<file path="src/rtl/pwm_edge_link.sv">
`timescale 1ns/1ps
module pwm_edge_link #(
  parameter int QUAL_CYC = 40,
  parameter int MARK_CYC = 3
) (
  input  logic clk,
  input  logic rst_n,
  input  logic pwm_in,
  output logic pwm_qual,
  output logic tx_set,
  output logic tx_clr,
  input  logic rx_set,
  input  logic rx_clr,
  output logic pwm_out
);
  localparam int CW = $clog2(QUAL_CYC + 1);
  localparam int MW = $clog2(MARK_CYC + 1);

  logic          s1, s2;
  logic [CW-1:0] hold;
  logic [MW-1:0] set_left, clr_left;
  wire           flip = (s2 != pwm_qual) && (hold == CW'(QUAL_CYC - 1));

  always_ff @(posedge clk) begin
    if (!rst_n) begin
      s1 <= 1'b0;
      s2 <= 1'b0;
    end else begin
      s1 <= pwm_in;
      s2 <= s1;
    end
  end

  always_ff @(posedge clk) begin
    if (!rst_n) begin
      pwm_qual <= 1'b0;
      hold     <= '0;
    end else if (s2 == pwm_qual || flip) begin
      hold     <= '0;
      pwm_qual <= s2;
    end else begin
      hold     <= hold + 1'b1;
    end
  end

  always_ff @(posedge clk) begin
    if (!rst_n) begin
      set_left <= '0;
      clr_left <= '0;
    end else begin
      if (flip && s2)            set_left <= MW'(MARK_CYC);
      else if (set_left != '0)   set_left <= set_left - 1'b1;
      if (flip && !s2)           clr_left <= MW'(MARK_CYC);
      else if (clr_left != '0)   clr_left <= clr_left - 1'b1;
    end
  end

  assign tx_set = (set_left != '0);
  assign tx_clr = (clr_left != '0);

  always_ff @(posedge clk) begin
    if (!rst_n)      pwm_out <= 1'b0;
    else if (rx_clr) pwm_out <= 1'b0;
    else if (rx_set) pwm_out <= 1'b1;
  end

  initial assert (QUAL_CYC > MARK_CYC && MARK_CYC > 0);

  logic [MW:0] set_run, clr_run;
  always_ff @(posedge clk) begin
    if (!rst_n) begin
      set_run <= '0;
      clr_run <= '0;
    end else begin
      set_run <= tx_set ? set_run + 1'b1 : '0;
      clr_run <= tx_clr ? clr_run + 1'b1 : '0;
      a_r7_set_len: assert (!tx_set || set_run < (MW+1)'(MARK_CYC));
      a_r7_clr_len: assert (!tx_clr || clr_run < (MW+1)'(MARK_CYC));
    end
  end

  a_r7_markers_exclusive: assert property (@(posedge clk) disable iff (!rst_n)
    !(tx_set && tx_clr));
  a_r5_set_on_rise: assert property (@(posedge clk) disable iff (!rst_n)
    $rose(pwm_qual) |-> tx_set && !tx_clr);
  a_r6_clr_on_fall: assert property (@(posedge clk) disable iff (!rst_n)
    $fell(pwm_qual) |-> tx_clr && !tx_set);
  a_r4_follows_input: assert property (@(posedge clk) disable iff (!rst_n)
    !$stable(pwm_qual) |-> pwm_qual == $past(s2));
  a_r9_clear_wins: assert property (@(posedge clk) disable iff (!rst_n)
    rx_clr |=> !pwm_out);
  a_r8_set: assert property (@(posedge clk) disable iff (!rst_n)
    rx_set && !rx_clr |=> pwm_out);
  a_r8_hold: assert property (@(posedge clk) disable iff (!rst_n)
    !rx_set && !rx_clr |=> $stable(pwm_out));
endmodule

</file>
<file path="config.mk">
export PLATFORM = sky130hd
export DESIGN_NAME = pwm_edge_link
export DESIGN_NICKNAME = d
export VERILOG_FILES = /design/src/rtl/pwm_edge_link.sv
export SDC_FILE = /design/constraint.sdc
export NUM_CORES = 1
export LEC_CHECK = 0
export ABC_AREA = 1
export BUFFER_PORTS_ARGS = -buffer_cell sky130_fd_sc_hd__buf_2
export CAP_MARGIN = 20
export CORE_AREA = 2 2 39 41
export DETAILED_ROUTE_END_ITERATION = 10
export DIE_AREA = 0 0 41 43
export PLACE_DENSITY = 0.67
export SYNTH_ARGS = -nofsm -noshare
export SYNTH_HDL_FRONTEND = slang
export SYNTH_SLANG_ARGS = --single-unit
</file>
<file path="constraint.sdc">
create_clock -name clk -period 3.22 [get_ports clk]
set_input_delay 0.161 -clock clk [delete_from_list [all_inputs] [get_ports clk]]
set_output_delay 0.161 -clock clk [all_outputs]
set_load 0.02 [all_outputs]
</file>
* Word level (Yosys, flattened, before mapping)
Cells that the tools add are included.
Word-level totals: flip-flop bits (word level) 14, bits in latches 0, bits in writable memories 0, ROM bits 0, bits of input ports 5, output and inout port bits 4, logic and storage cells 29, memories 0
Cells by class: add/sub/neg operators 3, multiply operators 0, div/mod/pow operators 0, order comparisons 0, eq/ne operators 3, shifts and indexed selects 0, multiplexer cells 4, bitwise gates (word level) 1, reduce and logical (&&, ||, !) cells 11
Operators with widths (count):
- two-way mux 2 bit | 4
- nonzero test 2 bit | 4
- adder 6 x 1 -> 6 bit, second input constant | 1
- equality test 6 bit, second input constant | 1
- OR reduction 2 bit | 2
- subtractor 2 x 1 -> 2 bit, second input constant | 2
- logical AND 1 bit | 3
- equality test 1 bit | 1
- logical NOT 1 bit | 1
- logical OR 1 bit | 1
- inequality test 1 bit | 1
- NOT 1 bit | 1

* Longest topological paths before layout
depth in word-level cells 4, mapped depth 7, depth with buffers taken out 7

* Worst setup path before layout
Ideal clock, no wire load.
path type reg2reg, start point reg hold[0], end point reg hold[2], setup time 116 ps, arrival 974 ps, data required time 3104 ps, path slack 2130 ps, cell stages (with the launch flop) 7, path buffers 0, period minus slack after synthesis 1090 ps, cells stage by stage dfxtp_1 -> ha_1 -> nand3_1 -> nor2_4 -> nor2_2 -> inv_2 -> nor2_1
Between the ends: word-level cells in the longest chain between the ends 4, elaborated cells between the ends (all ways) 5, those cells by class add/sub: 1; eq/ne: 1; reduce/logical: 3
RTL lines:
- from (decl) | RTL line 20 | logic [CW-1:0] hold;
- from (signal assigned) | RTL line 42 | hold <= hold + 1'b1;
- branches (longest 4 deep; another with adder 6 x 1 -> 6 bit)
Parallel ways; which one is timed is not known. A chain may end at the register's enable or synchronous reset.

* Worst setup path in the final report
start point reg clr_left[0], end point out tx_clr
Between the ends: word-level cells in the longest chain between the ends 1
RTL lines:
- from (decl) | RTL line 21 | logic [MW-1:0] set_left, clr_left;
- from (signal assigned) | RTL line 53 | if (flip && !s2) clr_left <= MW'(MARK_CYC);
- from (signal assigned) | RTL line 54 | else if (clr_left != '0) clr_left <= clr_left - 1'b1;
- nonzero test 2 bit | RTL line 59 | assign tx_clr = (clr_left != '0);
- to (decl) | RTL line 11 | output logic tx_clr,
No other way between the ends.

==> flow_metrics.py <==
metrics = {
    "yosys": {
        "yosys.cell_types.count": 15,
        "ys_seq_area_share_pct": 45.3,
        "syn_inst": 82,
        "synthAdderAreaFrac_pct": 6.06,
        "syn_area_per_cell_sq_um": 7.55,
        "synth_compound_area_share_pct": 4.85,
        "synth_area_leaders": "dfxtp_1 45%, inv_1 10%, nand2_1 8.5%, nor2_1 6.7%, ha_1 6.1%",
        "synth_top_family_by_area": "simple AND/OR/NAND/NOR gates",
        "syn_area_sq_um": 619,
        "yosys.area_share.simple_pct": 25.9,
        "synthMuxAreaShare_pct": 0,
        "yosys.area.top_type": "dfxtp_1",
        "synth_xor_area_share_pct": 7.07,
        "yosys.area.top_type_share_pct": 45.3,
        "yosysWarnings": 0,
        "synth_seq_cells": 14,
        "synth.net_count": 90,
    },
    "outcome": {
        "status": "finished, final reports clean",
    },
    "sta": {
        "skew_ps": 0.526,
        "setup_ws_ps": 1920,
        "hold_viol_final": 0,
        "worstMarginPinSlew_ps": 196,
        "worst_slew_margin_rel_pct": 86.9,
        "rsz0062_at_grt": "false",
        "fin_crit_sh_pct": 40.3,
        "slew_viol_final": 0,
        "finalSetupTns_ps": 0,
        "post-route-min-period_ps": 1300,
        "setup_viol": 0,
        "fmax_mhz": 770,
    },
    "route": {
        "met3_length_um": 30,
        "vias_per_cell": 4.27,
        "ant_nets": 0,
        "met1Wirelength_um": 444,
        "drt_wl_total_um": 915,
        "drtIter0Drc": 3,
        "routed.top_layer": "met4",
        "drt_pass1_iterations": 4,
        "route.detailed.drc": 0,
        "vias": 470,
        "dr_wl_met2_um": 427,
        "wire_per_inst_um": 8.32,
    },
    "grt": {
        "grt_pass1_wl_um": 1560,
        "antenna_found_initial": 0,
        "grt_max_degree": 9,
        "overflow": 0,
        "grt_pass1_vias": 416,
        "track_usage_pct": 13.5,
    },
    "critical_path": {
        "crit_chain": "inv_1 > ha_1 > inv_1 > buf_2",
        "cp-end-kind": "output port",
        "critical_path_required_ps": 3060,
        "cpPeakStageDelay_ps": 360,
        "cp_common_cell": "inv_1",
        "crit_fanout": 3,
        "cp-start-kind": "flop",
        "path_class": "flop to output port",
        "cp_slowest_cell": "dfxtp_1",
        "worstPathArrival_ps": 1140,
    },
    "cts": {
        "cts_root_buf": "clkbuf_4",
        "ctsResizeCount": 0,
        "insertion_delay_ps": 270,
        "cts_buffers": 3,
        "cts_tree": "built",
        "cts_buffer_depth": 2,
        "cts_hold_buffers": 0,
        "clock-sinks": 14,
        "htree_num_levels": 1,
        "clkSlewWorstSetupHoldPaths_ps": 80,
        "post_cts_buffers": 0,
    },
    "final_layout": {
        "design_area_sq_um": 716,
        "num_antenna_cells": 0,
        "fin_cells": 110,
        "fin_nets": 103,
        "final_common_cell": "inv_1",
        "final_core_util_pct": 51.7,
        "layout_common_cells": "17 x inv_1, 14 x nand2_1, 14 x dfxtp_1",
        "drive_gt1_share_pct": 19.1,
        "area_growth_syn_to_layout_pct": 15.6,
    },
    "placement": {
        "place_area_sq_um": 679,
        "dp.cells": 106,
        "gp_congestion": 0.817,
        "dp_hpwl_um": 739,
        "pre_cts_ws_ps": 2010,
        "io_buffers": 8,
    },
    "die": {
        "rows": 14,
        "fp.dieH_um": 43,
        "coreArea_sq_um": 1380,
        "ios": 9,
        "fp.dieW_um": 41,
        "initial_core_util_pct": 44.8,
        "dieArea_sq_um": 1760,
    },
    "min_path": {
        "hp-class": "primary input to flop",
    },
    "power": {
        "p_leak_nw": 0.342,
        "worst_ir_drop_vdd_uv": 249,
        "power_density_nw_per_um2": 634,
    },
    "job": {
        "drv_cap": 0,
    },
}
final timing paths:
path              slack [ps]              endpoint                     start  cells after the start
setup / recovery        1920                tx_clr  clr_left[0]$_SDFFE_PN0P_                      4
hold / removal            40  pwm_out$_SDFFE_PP0P_                    rx_clr                      2
setup reg to reg        2020    hold[2]$_SDFF_PP0_        hold[0]$_SDFF_PP0_                      6
hold reg to reg          420         s2$_SDFF_PN0_             s1$_SDFF_PN0_                      2
state kept, by name, indices dropped and copies added (netlist names):
register and cells:
set_left 2, pwm_out 1, s2 1, s1 1, clr_left 2, pwm_qual 1
hold 6
worst max-delay path: cells and delay by family (launching register included):
kind / cells / cell delay (ps)
buffers and inverters: 3 / 290
adder cells (fa/ha/maj): 1 / 210
flip-flops: 1 / 360
synthesized netlist by cell type:
| master | number |
|---|---|
| inv_1 | 17 |
| nand3_1 | 5 |
| inv_2 | 1 |
| dfxtp_1 | 14 |
| a21oi_1 | 4 |
| nand2_2 | 3 |
| ha_1 | 3 |
| nor3_1 | 1 |
| nand2_1 | 14 |
| xnor2_1 | 1 |
| nor2_2 | 1 |
| nor2_4 | 1 |
| nor2_1 | 11 |
| xor2_1 | 4 |
| o21ai_0 | 2 |
stage by stage:
step,power [W],hold slack (ps)
5_1_grt,0.000492,22.2
4_1_cts,0.000464,32.0
3_5_place_dp,0.000340,330
2_1_floorplan,0.000305,238
6_report,0.000454,38.2
3_3_place_gp,0.000332,328
final cells by class:
| type | instances | area, sq um |
|---|---|---|
| Inverter | 18 | 67.6 |
| Fill cell | 143 | 668 |
| Timing Repair Buffer | 8 | 40.0 |
| Clock buffer | 4 | 36.3 |
| Multi-Input combinational cell | 50 | 272 |
| Sequential cell | 14 | 280 |
| Tap cell | 16 | 20.0 |
layer usage:
metal | global-route usage [%] | up-vias
li1 | - | 269
met1 | 16.9 | 193
met2 | 18.1 | 6
met3 | 4.71 | 2
met4 | 10.0 | 0
met5 | 0 | -
cell families (layout without fill, tap and decap cells):
group / after synthesis / after routing
xor+xnor: 5 / 5
simple gates: 36 / 36
compound gates: 6 / 6
fa+ha+maj: 3 / 3
flops: 14 / 14
buf+inv: 18 / 30
where the power goes:
group / leakage, nW / switching [W] / internal, W
logic: 0.207 / 0.0000744 / 0.0000519
registers: 0.114 / 0.0000112 / 0.000195
clock network: 0.0210 / 0.0000527 / 0.0000687
Power figures use the tool's default switching activity.
